**config.mk**
```make
export PLATFORM = sky130hd
export DESIGN_NAME = thresh_zone_cmp
export DESIGN_NICKNAME = d
export VERILOG_FILES = /design/src/rtl/tzc_pkg.sv /design/src/rtl/tzc_tick_gen.sv /design/src/rtl/tzc_zone_cls.sv /design/src/rtl/tzc_trig_sel.sv /design/src/rtl/thresh_zone_cmp.sv
export SDC_FILE = /design/constraint.sdc
export NUM_CORES = 1
export LEC_CHECK = 0
export BUFFER_PORTS_ARGS = -buffer_cell sky130_fd_sc_hd__clkbuf_2
export CAP_MARGIN = 20
export CORE_MARGIN = 2
export CORE_UTILIZATION = 55
export DETAILED_ROUTE_END_ITERATION = 7
export HOLD_SLACK_MARGIN = 0.08
export PLACE_DENSITY = 0.79
export SKIP_LAST_GASP = 1
export SYNTH_ARGS = -nofsm -noshare
export SYNTH_HDL_FRONTEND = slang
export SYNTH_HIERARCHICAL = 1
export SYNTH_SLANG_ARGS = --single-unit
```
**constraint.sdc**
```tcl
create_clock -name clk -period 4.8 [get_ports clk]
set_clock_uncertainty 0.15 [all_clocks]
set_input_delay 0.96 -clock clk [delete_from_list [all_inputs] [get_ports clk]]
set_output_delay 0.96 -clock clk [all_outputs]
set_load 0.05 [all_outputs]
```
**src/rtl/tzc_pkg.sv**
```systemverilog
package tzc_pkg;
  localparam int GROUPS = 3;
  localparam int ZW     = 3;
  localparam int SW     = 16;

  typedef enum logic [2:0] {
    M_FREQ      = 3'd0,
    M_PERIOD    = 3'd1,
    M_RATIO     = 3'd2,
    M_EVENT     = 3'd3,
    M_ONESHOT   = 3'd4,
    M_MODULO    = 3'd5,
    M_FREELARGE = 3'd6,
    M_PWM       = 3'd7
  } cnt_mode_e;

  typedef struct packed {
    logic high;
    logic win;
    logic low;
  } zone_t;
endpackage

```
**src/rtl/tzc_tick_gen.sv**
```systemverilog
module tzc_tick_gen #(
  parameter int CYC_PER_MS = 100000,
  parameter int MS_PER_SLOW = 10
) (
  input  logic clk,
  input  logic rst,
  output logic tick_ms,
  output logic tick_slow
);
  localparam int CW = $clog2(CYC_PER_MS + 1);
  localparam int MW = $clog2(MS_PER_SLOW + 1);
  localparam logic [CW-1:0] CYC_LAST = CW'(CYC_PER_MS - 1);
  localparam logic [MW-1:0] MS_LAST  = MW'(MS_PER_SLOW - 1);

  logic [CW-1:0] cyc_q;
  logic [MW-1:0] ms_q;

  always_ff @(posedge clk) begin
    if (rst) begin
      cyc_q     <= '0;
      ms_q      <= '0;
      tick_ms   <= 1'b0;
      tick_slow <= 1'b0;
    end else begin
      tick_ms   <= (cyc_q == CYC_LAST);
      cyc_q     <= (cyc_q == CYC_LAST) ? '0 : cyc_q + 1'b1;
      tick_slow <= tick_ms && (ms_q == MS_LAST);
      if (tick_ms) ms_q <= (ms_q == MS_LAST) ? '0 : ms_q + 1'b1;
    end
  end
endmodule

```
**src/rtl/tzc_zone_cls.sv**
```systemverilog
module tzc_zone_cls
  import tzc_pkg::*;
#(
  parameter int DW = 16
) (
  input  logic [DW-1:0] value,
  input  logic [DW-1:0] lo,
  input  logic [DW-1:0] hi,
  input  logic          is_signed,
  output zone_t         zone
);
  logic signed [DW:0] v_s, lo_s, hi_s;
  logic valid, below, above;

  always_comb begin
    v_s   = {is_signed & value[DW-1], value};
    lo_s  = {is_signed & lo[DW-1], lo};
    hi_s  = {is_signed & hi[DW-1], hi};
    valid = hi_s > lo_s;
    below = v_s < lo_s;
    above = valid ? (v_s > hi_s) : !below;
    zone.low  = below;
    zone.high = above;
    zone.win  = valid && !below && !above;
  end
endmodule

```
**src/rtl/tzc_trig_sel.sv**
```systemverilog
module tzc_trig_sel
  import tzc_pkg::*;
(
  input  cnt_mode_e mode,
  input  logic      tick_ms,
  input  logic      tick_slow,
  input  logic      period_end,
  input  logic      user_tick,
  input  logic      cnt_reload,
  input  logic      cnt_zero,
  input  logic      cnt_stop,
  input  logic      crossing,
  output logic      cnt_upd
);
  always_comb begin
    unique case (mode)
      M_FREQ, M_RATIO: cnt_upd = tick_slow;
      M_PERIOD:        cnt_upd = period_end;
      M_EVENT:         cnt_upd = user_tick;
      M_ONESHOT:       cnt_upd = tick_ms | cnt_reload | cnt_stop | crossing;
      M_MODULO:        cnt_upd = tick_ms | cnt_reload | cnt_zero | cnt_stop | crossing;
      M_FREELARGE:     cnt_upd = tick_ms | cnt_reload | crossing;
      default:         cnt_upd = 1'b0;
    endcase
  end
endmodule

```
**src/rtl/thresh_zone_cmp.sv**
```systemverilog
module thresh_zone_cmp
  import tzc_pkg::*;
#(
  parameter int DW = 16,
  parameter int CYC_PER_MS = 100000,
  parameter int MS_PER_SLOW = 10
) (
  input  logic          clk,
  input  logic          rst,
  input  logic [2:0]    mode,
  input  logic          signed_fmt,
  input  logic          enable,
  input  logic          suspend,
  input  logic [DW-1:0] lo_thr,
  input  logic [DW-1:0] hi_thr,
  input  logic [DW-1:0] cnt_val,
  input  logic [DW-1:0] cap0_val,
  input  logic          cap0_load,
  input  logic [DW-1:0] cap1_val,
  input  logic          cap1_load,
  input  logic          period_end,
  input  logic          user_tick,
  input  logic          cnt_reload,
  input  logic          cnt_zero,
  input  logic          cnt_stop,
  output logic [15:0]   status
);
  localparam int GW = GROUPS * ZW;

  cnt_mode_e mode_e;
  logic tick_ms, tick_slow, cnt_upd, crossing, clear_all, hold_all;
  logic [DW-1:0] vals [GROUPS];
  logic [GROUPS-1:0] upd;
  zone_t zones [GROUPS];
  zone_t cnt_prev_q;
  logic [GW-1:0] grp_flat;

  assign mode_e    = cnt_mode_e'(mode);
  assign vals[0]   = cnt_val;
  assign vals[1]   = cap0_val;
  assign vals[2]   = cap1_val;
  assign clear_all = !enable || (mode_e == M_PWM);
  assign hold_all  = suspend;
  assign crossing  = (zones[0] != cnt_prev_q);
  assign upd       = {cap1_load, cap0_load, cnt_upd};

  tzc_tick_gen #(.CYC_PER_MS(CYC_PER_MS), .MS_PER_SLOW(MS_PER_SLOW)) u_tick (
    .clk(clk), .rst(rst), .tick_ms(tick_ms), .tick_slow(tick_slow)
  );

  tzc_trig_sel u_trig (
    .mode(mode_e), .tick_ms(tick_ms), .tick_slow(tick_slow),
    .period_end(period_end), .user_tick(user_tick), .cnt_reload(cnt_reload),
    .cnt_zero(cnt_zero), .cnt_stop(cnt_stop), .crossing(crossing),
    .cnt_upd(cnt_upd)
  );

  always_ff @(posedge clk) begin
    if (rst) cnt_prev_q <= '0;
    else     cnt_prev_q <= zones[0];
  end

  for (genvar g = 0; g < GROUPS; g++) begin : g_grp
    zone_t grp_q;

    tzc_zone_cls #(.DW(DW)) u_cls (
      .value(vals[g]), .lo(lo_thr), .hi(hi_thr),
      .is_signed(signed_fmt), .zone(zones[g])
    );

    always_ff @(posedge clk) begin
      if (rst || clear_all)     grp_q <= '0;
      else if (!hold_all && upd[g]) grp_q <= zones[g];
    end

    assign grp_flat[g*ZW +: ZW] = grp_q;
  end

  assign status = {{(SW-GW){1'b0}}, grp_flat};
endmodule

```
==> impl_metrics.toml <==
[status]
status = "completed"

[clock_tree]
clk_latency_ns = 0.29
hold_buffers = 0
root_buffer = "clkbuf_8"
clkSinkCount = 35
cts_resized = 0
cts_buffer_depth = 2
clkSlewWorstSetupHoldPaths_ns = 0.07
cts_setup_buffers = 0
numCtsBuffers = 5
cts_tree = "yes"
cts_max_level = 2

[hold_path]
hp-class = "reg -> reg"
holdPathEnd = "u_tick/cyc_q[0]$_SDFF_PP0_"
worstHoldPathCells = 1
hp-start = "u_tick/cyc_q[0]$_SDFF_PP0_"

[sta]
rsz0062_at_grt = "no"
worst_slew_pin_slew_ns = 0.582
fin_crit_ns = 4.21
setup_viol = 0
post-route-period-util = 0.877
finalSetupTns_ns = 0
fin_ws_ns = 0.592
fmax_mhz = 238
slew_headroom = 0.606
hold_violations = 0
slew_viol_final = 0

[worst_setup_path]
timing.critical_path.buf_inv = 2
worstSetupPathType = "in -> reg"
slowest_delay_ns = 0.60
endpoint_kind = "register"
crit_required_ns = 4.81
worstPathArrival_ns = 4.22
crit_chain = "clkbuf_2 > inv_1 > ha_1 > nand4_1 > or4_4 > o2111ai_2 > o2111ai_1 > mux2i_1 > xnor2_1 > nand3_1 > a2111oi_2 > a21oi_1 > o22a_1 > nor2b_2 > mux2i_1 > nor2_1"
reg2reg_slack_ns = 2.55
reg2regPathDepth = 4
r2r_end = "u_tick/cyc_q[8]$_SDFF_PP0_"
cpMostUsedCell = "mux2i_1"
cp_top_family = "simple AND/OR/NAND/NOR gates"
r2r_start = "u_tick/cyc_q[13]$_SDFF_PP0_"
cp_max_fo = 3
slowest_stage = "or4_4"
critPathLaunchType = "input port"

[synth]
syn_avg_cell_area_um2 = 7.77
ys_types = 45
ys_seq_area_frac = 0.131
async_reset_ff_frac = 0
ys.warnings.count = 6
syn_area_um2 = 5330
synth_edf_count = 0
ys_ff_latch = 35
synth.most_common_cell = "ha_1"
syn-instance-count = 686
yosys.area.top_type_share = 0.347
synth_top_area_cell = "ha_1"
ys_top_cells_by_area = "ha_1 (35%), dfxtp_1 (13%), inv_1 (7.5%)"
ys.flop_type = "dfxtp_1"
ys_top_cells_by_count = "ha_1 (148), inv_1 (107), a21oi_1 (55), nor2_1 (55), nand2_1 (46)"

[pwr]
p_switching_uw = 379
switching_share = 0.366
comb_power_share = 0.444
p_leak_uw = 0.00317
power.density_nw_per_um2 = 171
clkPwrFrac = 0.263
p_int_uw = 655
ir_drop_mv = 0.127
p_seq_frac = 0.292

[detailed_routing]
drt_wl_total_um = 14000
wire_per_inst_um = 15.3
vias = 5108
ant_nets = 0
routed_via_density = 5.57
drtIter0Drc = 260
post-route-drc-count = 0
dr.pass1.iters = 5

[floorplan]
die_h_um = 102
start_util = 0.572
die_x_um = 102
rows = 35
design.die.area_um2 = 10500
core_area_um2 = 9330
ioPinCount = 111

[place]
place_congestion = 0.922
hpwlAfterDp_um = 12100
dp_slack_ns = 0.292
portBuffers = 103

[global_route]
track_usage = 0.268
grt_pass1_vias = 4955
grt_start_max_net_pins = 17
antenna_found_initial = 0
grt_overflow = 0
grt_pass1_wl_um = 22100

[run]
max_cap_violations = 0

[layout]
antennaDiodeCount = 0
layout-drive-gt1-share = 0.159
nNetsFinal = 1030
area_growth_pct = 13.1
fill_cells = 822
## placed cells by master, fill, tap and decap left out, types with 6 or more instances in the layout
master,synthesis,layout
ha_1,148,148
nand3_1,32,32
clkbuf_2,0,103
a21oi_1,55,55
xnor2_1,18,18
nor2_1,55,55
o21ai_0,30,30
and2_1,6,6
nor2b_1,8,8
a211oi_1,9,9
nand4b_1,6,6
mux2i_1,16,16
dfxtp_1,35,35
nand2_1,46,46
inv_1,107,107
nand2b_1,7,7
conb_1,1,7
clkbuf_8,0,6
a21o_1,6,6
o21ai_1,6,6
nor4_1,8,8
nand4_1,16,16
## metal layers
metal / GRT usage / wire (um) / vias up
met2: 0.473 / 6600 / 142
met5: 0 / 0 / -
met1: 0.337 / 6320 / 2336
met4: 0.0759 / 338 / 0
met3: 0.0404 / 735 / 27
li1: - / - / 2603
## cell type report
type / count / area (um^2) / share of cell area
multi-input combinational: 534 / 4120 / 0.684
inverter: 107 / 402 / 0.0666
timing repair buffer: 104 / 523 / 0.0868
sequential: 35 / 701 / 0.116
tap: 129 / 161 / 0.0268
clock inverter: 2 / 35.0 / 0.00581
clock buffer: 6 / 82.6 / 0.0137
## through the flow
| stage | instance area (um^2) | hold slack, ns | utilization | std cells | power, uW |
|---|---|---|---|---|---|
| finish | 6030 | 0.318 | 0.646 | 917 | 1030 |
| floorplan | 5350 | 0.279 | - | 692 | 625 |
| detailed placement | 5910 | 0.303 | 0.634 | 909 | 760 |
| global route | 6030 | 0.350 | 0.646 | 917 | 1110 |
| CTS | 6030 | 0.319 | 0.646 | 917 | 1030 |
| global placement | 5910 | 0.294 | 0.634 | 909 | 738 |
## how the worst max path moves through the flow
stage                     from                     end  slack (ns)  depth (start not counted)
floorplan           lo_thr[12]  status[0]$_SDFFE_PP0P_        0.84                         16
global placement    lo_thr[12]  status[2]$_SDFFE_PP0P_        0.49                         15
detailed placement  lo_thr[12]  status[2]$_SDFFE_PP0P_        0.29                         15
CTS                 lo_thr[12]  status[2]$_SDFFE_PP0P_        0.59                         15
global route        lo_thr[12]  status[2]$_SDFFE_PP0P_        0.31                         16
finish              lo_thr[12]  status[2]$_SDFFE_PP0P_        0.59                         16
## state kept, by name, summed over array words and instances, names as in the netlist
signal,flops
u_tick/cyc_q,17
status,9
u_tick/ms_q,4
cnt_prev_q,3
u_tick/tick_ms,1
u_tick/tick_slow,1
## power by group through the flow
stage | clock network, uW | registers [uW] | logic, uW
after floorplan | 0 | 315 | 310
after global placement | 0 | 308 | 429
after detailed placement | 0 | 309 | 451
after CTS | 278 | 302 | 455
after global routing | 292 | 303 | 517
final | 272 | 302 | 459
## kinds of logic (layout without fill, tap and decap cells)
family | after synthesis | count (layout) | share of synthesized area
AO/OA/AOI/OAI | 126 | 126 | 0.143
XOR/XNOR | 23 | 23 | 0.0378
adder cells (fa/ha/maj) | 148 | 148 | 0.347
buffers and inverters | 123 | 219 | 0.0993
flip-flops | 35 | 35 | 0.131
multiplexers | 16 | 16 | 0.0300
other | 1 | 7 | 0.000703
AND/OR/NAND/NOR | 214 | 214 | 0.211
Power figures use the tool's default switching activity.
